<file path="config.mk">
export PLATFORM = sky130hd
export DESIGN_NAME = padmux_cell
export DESIGN_NICKNAME = d
export VERILOG_FILES = /design/src/rtl/padmux_pkg.sv /design/src/rtl/padmux_sel.sv /design/src/rtl/padmux_out_path.sv /design/src/rtl/padmux_in_path.sv /design/src/rtl/padmux_cell.sv
export SDC_FILE = /design/constraint.sdc
export NUM_CORES = 1
export LEC_CHECK = 0
export BUFFER_PORTS_ARGS = -buffer_cell sky130_fd_sc_hd__buf_2
export CAP_MARGIN = 10
export CORE_AREA = 2 2 39 41
export CTS_CLUSTER_SIZE = 20
export DETAILED_ROUTE_END_ITERATION = 6
export DIE_AREA = 0 0 41 43
export HOLD_SLACK_MARGIN = 0.1
export SLEW_MARGIN = 5
export SYNTH_ARGS = -nofsm -noshare
export SYNTH_HDL_FRONTEND = slang
export SYNTH_SLANG_ARGS = --single-unit
</file>
<file path="constraint.sdc">
create_clock -name clk -period 1.8 [get_ports clk]
set_clock_uncertainty 0.2 [all_clocks]
set_input_delay 0.27 -clock clk [delete_from_list [all_inputs] [get_ports clk]]
set_output_delay 0.27 -clock clk [all_outputs]
set_load 0.02 [all_outputs]
</file>
<file path="src/rtl/padmux_pkg.sv">
package padmux_pkg;
  typedef enum logic [1:0] {
    KIND_NONE  = 2'd0,
    KIND_IN    = 2'd1,
    KIND_OUT   = 2'd2,
    KIND_INOUT = 2'd3
  } slot_kind_t;

  function automatic bit kind_drives(logic [1:0] k);
    return (k == KIND_OUT) || (k == KIND_INOUT);
  endfunction

  function automatic bit kind_receives(logic [1:0] k);
    return (k == KIND_IN) || (k == KIND_INOUT);
  endfunction
endpackage

</file>
<file path="src/rtl/padmux_sel.sv">
module padmux_sel #(
  parameter int N_FN = 5,
  parameter bit DEDICATED = 1'b0,
  localparam int SW = (N_FN > 1) ? $clog2(N_FN) : 1
) (
  input  logic          clk,
  input  logic          rst_n,
  input  logic          sel_we,
  input  logic [SW-1:0] sel_wdata,
  output logic [SW-1:0] sel_q,
  output logic [SW-1:0] slot_idx
);
  localparam logic [SW-1:0] LAST = SW'(N_FN - 1);

  generate
    if (DEDICATED) begin : g_fixed
      assign sel_q    = '0;
      assign slot_idx = '0;
    end else begin : g_reg
      logic [SW-1:0] sel_r;
      always_ff @(posedge clk or negedge rst_n) begin
        if (!rst_n)      sel_r <= '0;
        else if (sel_we) sel_r <= sel_wdata;
      end
      assign sel_q    = sel_r;
      // ordered compare: anything past the last slot falls to the last slot
      assign slot_idx = (sel_r > LAST) ? LAST : sel_r;
    end
  endgenerate
endmodule

</file>
<file path="src/rtl/padmux_out_path.sv">
module padmux_out_path
  import padmux_pkg::*;
#(
  parameter int N_FN = 5,
  parameter logic [2*N_FN-1:0] FN_TYPES = '0,
  localparam int SW = (N_FN > 1) ? $clog2(N_FN) : 1
) (
  input  logic [SW-1:0]   slot_idx,
  input  logic [N_FN-1:0] fn_out,
  input  logic [N_FN-1:0] fn_oe,
  output logic            pad_out,
  output logic            pad_oe
);
  logic [N_FN-1:0] cand_out;
  logic [N_FN-1:0] cand_oe;

  for (genvar i = 0; i < N_FN; i++) begin : g_slot
    localparam logic [1:0] K = FN_TYPES[2*i +: 2];
    if (K == KIND_INOUT) begin : g_io
      assign cand_out[i] = fn_out[i];
      assign cand_oe[i]  = fn_oe[i];
    end else if (K == KIND_OUT) begin : g_o
      assign cand_out[i] = fn_out[i];
      assign cand_oe[i]  = fn_oe[0];  // enable borrowed from GPIO slot
    end else begin : g_zero
      assign cand_out[i] = 1'b0;
      assign cand_oe[i]  = 1'b0;
    end
  end

  always_comb begin
    pad_out = 1'b0;
    pad_oe  = 1'b0;
    for (int i = 0; i < N_FN; i++) begin
      if (slot_idx == SW'(i)) begin
        pad_out = cand_out[i];
        pad_oe  = cand_oe[i];
      end
    end
  end
endmodule

</file>
<file path="src/rtl/padmux_in_path.sv">
module padmux_in_path
  import padmux_pkg::*;
#(
  parameter int N_FN = 5,
  parameter logic [2*N_FN-1:0] FN_TYPES = '0,
  localparam int SW = (N_FN > 1) ? $clog2(N_FN) : 1
) (
  input  logic [SW-1:0]   slot_idx,
  input  logic            pad_in,
  output logic [N_FN-1:0] fn_in
);
  for (genvar i = 0; i < N_FN; i++) begin : g_slot
    localparam logic [1:0] K = FN_TYPES[2*i +: 2];
    if (kind_receives(K)) begin : g_rx
      assign fn_in[i] = (slot_idx == SW'(i)) & pad_in;
    end else begin : g_none
      assign fn_in[i] = 1'b0;
    end
  end
endmodule

</file>
<file path="src/rtl/padmux_cell.sv">
module padmux_cell
  import padmux_pkg::*;
#(
  parameter int N_FN = 5,
  parameter logic [2*N_FN-1:0] FN_TYPES = 10'b11_00_01_10_11,
  parameter bit DEDICATED = 1'b0,
  localparam int SW = (N_FN > 1) ? $clog2(N_FN) : 1
) (
  input  logic            clk,
  input  logic            rst_n,
  input  logic            sel_we,
  input  logic [SW-1:0]   sel_wdata,
  output logic [SW-1:0]   sel_q,
  input  logic [N_FN-1:0] fn_out,
  input  logic [N_FN-1:0] fn_oe,
  output logic [N_FN-1:0] fn_in,
  output logic            pad_out,
  output logic            pad_oe,
  input  logic            pad_in
);
  logic [SW-1:0] slot_idx;

  padmux_sel #(.N_FN(N_FN), .DEDICATED(DEDICATED)) u_sel (
    .clk(clk), .rst_n(rst_n), .sel_we(sel_we), .sel_wdata(sel_wdata),
    .sel_q(sel_q), .slot_idx(slot_idx)
  );

  padmux_out_path #(.N_FN(N_FN), .FN_TYPES(FN_TYPES)) u_out (
    .slot_idx(slot_idx), .fn_out(fn_out), .fn_oe(fn_oe),
    .pad_out(pad_out), .pad_oe(pad_oe)
  );

  padmux_in_path #(.N_FN(N_FN), .FN_TYPES(FN_TYPES)) u_in (
    .slot_idx(slot_idx), .pad_in(pad_in), .fn_in(fn_in)
  );
endmodule

</file>
==> flow_metrics.env, run 1 <==
export IMPL_synth_top_area_share_pct=38.2
export IMPL_nets=62
export IMPL_synth_cells=18
export IMPL_num_rows=14
export IMPL_timing_hold_ws_ps=127
export IMPL_leakagePower_uw=0.000193
export IMPL_syn_to_final_growth_pct=86.6
export IMPL_die_area_mm2=0.00176
export IMPL_post_route_util_pct=26.5
export IMPL_cap_violations=0
export IMPL_postRouteWirelength_um=543
export IMPL_wl_per_cell_um=9.05
export IMPL_drc=0
export IMPL_slew_violations=0
export IMPL_root_buffer="clkbuf_4"
export IMPL_fill_cells=149
export IMPL_min_path_type="in -> reg"
export IMPL_endpoint_kind="output port"
export IMPL_path_cells="nor4b_1 -> buf_2"
export IMPL_synth_ff_latch_count=3
export IMPL_wl_met3_um=61
export IMPL_max_freq_ghz=0.593
export IMPL_ant_nets=0
export IMPL_largest_reg_flops=3
export IMPL_arrival_ps=1220
export IMPL_vdd_ir_drop_worst_mv=0.296
export IMPL_drt_pass1_iter_count=2
export IMPL_num_vias=224
export IMPL_cp_required_ps=1330
export IMPL_grt_pass1_vias=186
export IMPL_core_mm2=0.00138
export IMPL_syn_area_um2=196
export IMPL_critPathMaxFanout=9
export IMPL_critPathLaunchType="flip-flop"
export IMPL_die_w_um=41
export IMPL_grt_max_degree=10
export IMPL_layout_common_cells="buf_2 (19), dlygate4sd3_1 (4), mux2_1 (3), clkbuf_4 (3), dfrtp_1 (3)"
export IMPL_critPathSlowestCell="dfrtp_1"
export IMPL_period_share_pct=93.8
export IMPL_critPathMaxStageDelay_ps=450
export IMPL_clock_sinks=3
export IMPL_path_buf_inv=1
export IMPL_status="complete, no violations"
export IMPL_yosysUniqueCellTypes=12
export IMPL_drt_vias_per_instance=3.73
export IMPL_diodes=0
export IMPL_route_met2_wl_um=248
export IMPL_synth_area_leaders="dfrtp_1 (38%), mux2_1 (17%), buf_4 (7.6%), and4bb_1 (6.4%), o31ai_2 (6.4%)"
export IMPL_hold_viol=0
export IMPL_grt_setup_unrepaired="no"
export IMPL_final_cells=60
export IMPL_cts_reportedPaths_clkPinSlew_ps=40
export IMPL_place_inst=52
export IMPL_layout_drive_gt1_share_pct=52.3
export IMPL_critPathTopFamily="flip-flops"
export IMPL_final_common_cell="buf_2"
export IMPL_cts_tree="done"
export IMPL_finalSetupViolCount=0
export IMPL_first_iter_violations=3
export IMPL_gp_congestion=0.498
export IMPL_finalSetupTns_ps=0
export IMPL_crit_type="reg -> out"
export IMPL_io_pin_count=27
export IMPL_hpwl_um=413
export IMPL_synth_seq_area_share_pct=38.2
export IMPL_clockBufferDepth=2
export IMPL_period_minus_slack_ps=1690
export IMPL_numCtsBuffers=3
export IMPL_power_density_mw_per_mm2=765
export IMPL_yosysTopAreaCell="dfrtp_1"
export IMPL_port_buffers=19
export IMPL_antenna_found_initial=0
export IMPL_cts_resized=0
export IMPL_clkLatencyLatePin_ps=230
export IMPL_syn_area_per_cell_um2=10.9
export IMPL_grtUsageTotal_pct=6.85
export IMPL_yosys_warnings=0
export IMPL_power_total_uw=281
export IMPL_grt_pass1_wl_um=752
export IMPL_maxUsedRoutingLayer="met3"
export IMPL_die_h_um=43
export IMPL_initial_core_util_pct=14.2
export IMPL_wl_met1_um=233
export IMPL_grt_overflow=0
export IMPL_reg2reg_slack_ps=690
export IMPL_h_tree_depth=1
==> logic make-up (layout without fill, tap and decap cells) <==
family	Yosys count	count (layout)	share of synthesized area, %
AO/OA/AOI/OAI	2	2	8.91
buffers and inverters	2	27	7.64
flip-flops	3	3	38.2
multiplexers	4	4	22.3
other	1	2	1.91
AND/OR/NAND/NOR	6	6	21.0
==> synthesized netlist by cell type <==
master / number
dfrtp_1: 3
mux2_1: 3
buf_4: 2
nand2_1: 2
and2_1: 1
and4bb_1: 1
conb_1: 1
mux2i_1: 1
nand2b_1: 1
nor4b_1: 1
o21ai_1: 1
o31ai_2: 1
==> routing by layer <==
layer  vias to the layer above  global-route usage [%]
met5                         -                       0
met4                         0                    6.00
met3                         0                    3.14
met2                        14                    9.69
met1                        97                    7.14
li1                        113                       -
==> power breakdown <==
part / total [uW] / switching, uW / internal (uW)
Sequential: 86.6 / 12.0 / 74.6
Clock: 115 / 31.8 / 82.9
Combinational: 79.4 / 41.8 / 37.6
Total: 281 / 85.5 / 195
==> metrics by stage <==
| step | instance area [um2] | setup WS, ps |
|---|---|---|
| finish | 367 | 112 |
| global route | 367 | 40.3 |
| CTS | 367 | 80.2 |
| detailed placement | 300 | 341 |
| global placement | 300 | 369 |
| floorplan | 200 | 9.34 |
==> final timing paths <==
path | cells past startpoint | to | from
min in group asynchronous | 2 | u_sel.sel_q[0] | rst_n
max | 2 | fn_in[0] | u_sel.sel_q[2]
max reg2reg | 1 | u_sel.sel_q[2] | u_sel.sel_q[2]
max in group asynchronous | 2 | u_sel.sel_q[1] | rst_n
min reg2reg | 1 | u_sel.sel_q[0] | u_sel.sel_q[0]
min | 2 | u_sel.sel_q[0] | sel_we
==> what timing repair did <==
action,4_1_cts,5_1_grt
buffers inserted,0,0
hold endpoints to repair,6,0
hold buffers,4,0
==> cell type report <==
type	instances	area [um2]	share of cell area, %
clock buffers	4	26.3	7.17
multi-input cells	14	110	30.0
flip-flops and latches	3	75.1	20.5
well taps	16	20.0	5.46
repair buffers	23	135	36.9
(Power assumes the default switching activity.)
==> run 2, diff against run 1 <==
Settings changed: SYNTH_HIERARCHICAL from default to 1.
==> flow_metrics.env, run 2 <==
export IMPL_status="finished with violations"
export IMPL_violations="negative setup slack"
export IMPL_postRouteWirelength_um=727
export IMPL_cp_required_ps=1330
export IMPL_grt_overflow=0
export IMPL_largest_reg_flops=3
export IMPL_numCtsBuffers=3
export IMPL_finalSetupViolCount=1
export IMPL_synth_top_area_share_pct=32.6
export IMPL_endpoint_kind="output port"
export IMPL_yosys_warnings=6
export IMPL_post_place_ws_ps=126
export IMPL_cts_tree="done"
export IMPL_min_path_type="in -> reg"
export IMPL_power_density_mw_per_mm2=724
export IMPL_hpwl_um=470
export IMPL_yosysUniqueCellTypes=12
export IMPL_synth_cells=22
export IMPL_num_rows=14
export IMPL_grt_pass1_wl_um=1190
export IMPL_dpl_cell_area_um2=358
export IMPL_cap_violations=0
export IMPL_initial_core_util_pct=16.6
export IMPL_num_vias=281
export IMPL_wl_per_cell_um=10.7
export IMPL_synth_ff_latch_count=3
export IMPL_crit_type="reg -> out"
export IMPL_ant_nets=0
export IMPL_drc=0
export IMPL_gp_congestion=0.661
export IMPL_layout_drive_gt1_share_pct=73.1
export IMPL_cts_reportedPaths_clkPinSlew_ps=40
export IMPL_drt_vias_per_instance=4.13
export IMPL_clock_sinks=3
export IMPL_hold_viol=0
export IMPL_layout_common_cells="buf_2 (16), buf_4 (5), dlygate4sd3_1 (4)"
export IMPL_yosysTopAreaCell="dfrtp_1"
export IMPL_design_area_um2=480
export IMPL_grt_pass1_vias=268
export IMPL_layout_setup_ws_ps=-5.72
export IMPL_port_buffers=19
export IMPL_synth_edf_count=0
export IMPL_synth_common_cells="dfrtp_1 (3), mux2_2 (3), nor2b_1 (3)"
export IMPL_critPathLaunchType="flip-flop"
export IMPL_drt_pass1_iter_count=2
export IMPL_max_freq_ghz=0.554
export IMPL_io_pin_count=27
export IMPL_syn_to_final_growth_pct=109
export IMPL_final_common_cell="buf_2"
export IMPL_power_total_uw=348
export IMPL_leakagePower_uw=0.000233
export IMPL_core_mm2=0.00138
export IMPL_die_h_um=43
export IMPL_clkLatencyLatePin_ps=230
export IMPL_syn_area_per_cell_um2=10.5
export IMPL_ys_flop_type="dfrtp_1"
export IMPL_post_route_util_pct=34.7
export IMPL_die_area_mm2=0.00176
export IMPL_grt_max_degree=7
export IMPL_period_share_pct=100
export IMPL_syn_area_um2=230
export IMPL_antenna_found_initial=0
export IMPL_root_buffer="clkbuf_4"
export IMPL_period_minus_slack_ps=1810
export IMPL_finalSetupTns_ps=-5.72
export IMPL_critPathMaxFanout=6
export IMPL_h_tree_depth=1
export IMPL_diodes=0
export IMPL_vdd_ir_drop_worst_mv=0.322
export IMPL_synth_area_leaders="dfrtp_1 (33%), mux2_2 (15%), and4bb_2 (11%), nor2b_1 (8.2%), a211oi_1 (6.5%)"
export IMPL_grtUsageTotal_pct=10.7
export IMPL_slew_violations=0
export IMPL_grt_setup_unrepaired="yes"
export IMPL_async_flop_share_pct=100
export IMPL_nets=70
export IMPL_first_iter_violations=5
export IMPL_die_w_um=41
export IMPL_synth_seq_area_share_pct=32.6
export IMPL_clockBufferDepth=2
export IMPL_arrival_ps=1340
-- run 2: cell count changes after synthesis, moves of 2 or more --
cell | before | now
and4bb_2 | 0 | 2
mux2_2 | 0 | 3
mux2_1 | 3 | 0
a211oi_1 | 0 | 2
nand2_1 | 2 | 0
nor2b_1 | 0 | 3
-- run 2: timing repair --
item / 4_1_cts / 5_1_grt
buffers inserted: 1 / 0
gates cloned: 1 / 0
endpoints found under the hold margin: 6 / 0
resized for setup: 9 / 4
hold buffers: 4 / 0
setup endpoints to repair: 5 / 5
pin swaps: 1 / 1
-- run 2: area by class of cell --
type | count | area [um2]
Multi-Input combinational cell | 17 | 168
Timing Repair Buffer | 28 | 191
Fill cell | 136 | 903
Clock buffer | 4 | 26.3
Tap cell | 16 | 20.0
Sequential cell | 3 | 75.1
-- run 2: critical path: stages (launching register included) --
cell and delay [ps]:
dfrtp_1 410, buf_6 160, nor2b_4 140, and4bb_2 260, buf_6 130
-- run 2: routing by layer --
metal	share of wire [%]	up-vias	GRT usage [%]	routed length, um
met4	3.2	0	10.0	23
li1	-	136	-	-
met2	45	21	14.7	324
met5	0	-	0	0
met1	42	120	12.3	303
met3	10	4	3.14	75
-- run 2: cell families after synthesis --
family | synth area share [%]
buf+inv | 8.15
simple gates | 34.2
compound gates | 8.69
other cells | 1.63
mux | 14.7
flops | 32.6
-- run 2: worst paths after layout --
kind,end,cells past startpoint,startpoint,slack [ps]
setup / recovery,fn_in[4],4,u_sel/sel_q[2],-6
hold / removal,u_sel/sel_q[1],2,sel_we,130
setup reg to reg,u_sel/sel_q[2],2,u_sel/sel_q[2],640
hold reg to reg,u_sel/sel_q[1],1,u_sel/sel_q[1],350
max in group asynchronous,u_sel/sel_q[0],2,rst_n,1120
min in group asynchronous,u_sel/sel_q[1],2,rst_n,160
-- run 2: per-stage QoR --
stage,cells,hold WS (ps)
finish,68,134
global route,68,131
CTS,68,131
detailed placement,58,-127
global placement,58,-131
floorplan,23,-226
-- run 2: power by group --
| group | internal [uW] | switching [uW] |
|---|---|---|
| Clock | 83.5 | 40.5 |
| Combinational | 75.2 | 67.7 |
| Sequential | 74.6 | 6.14 |
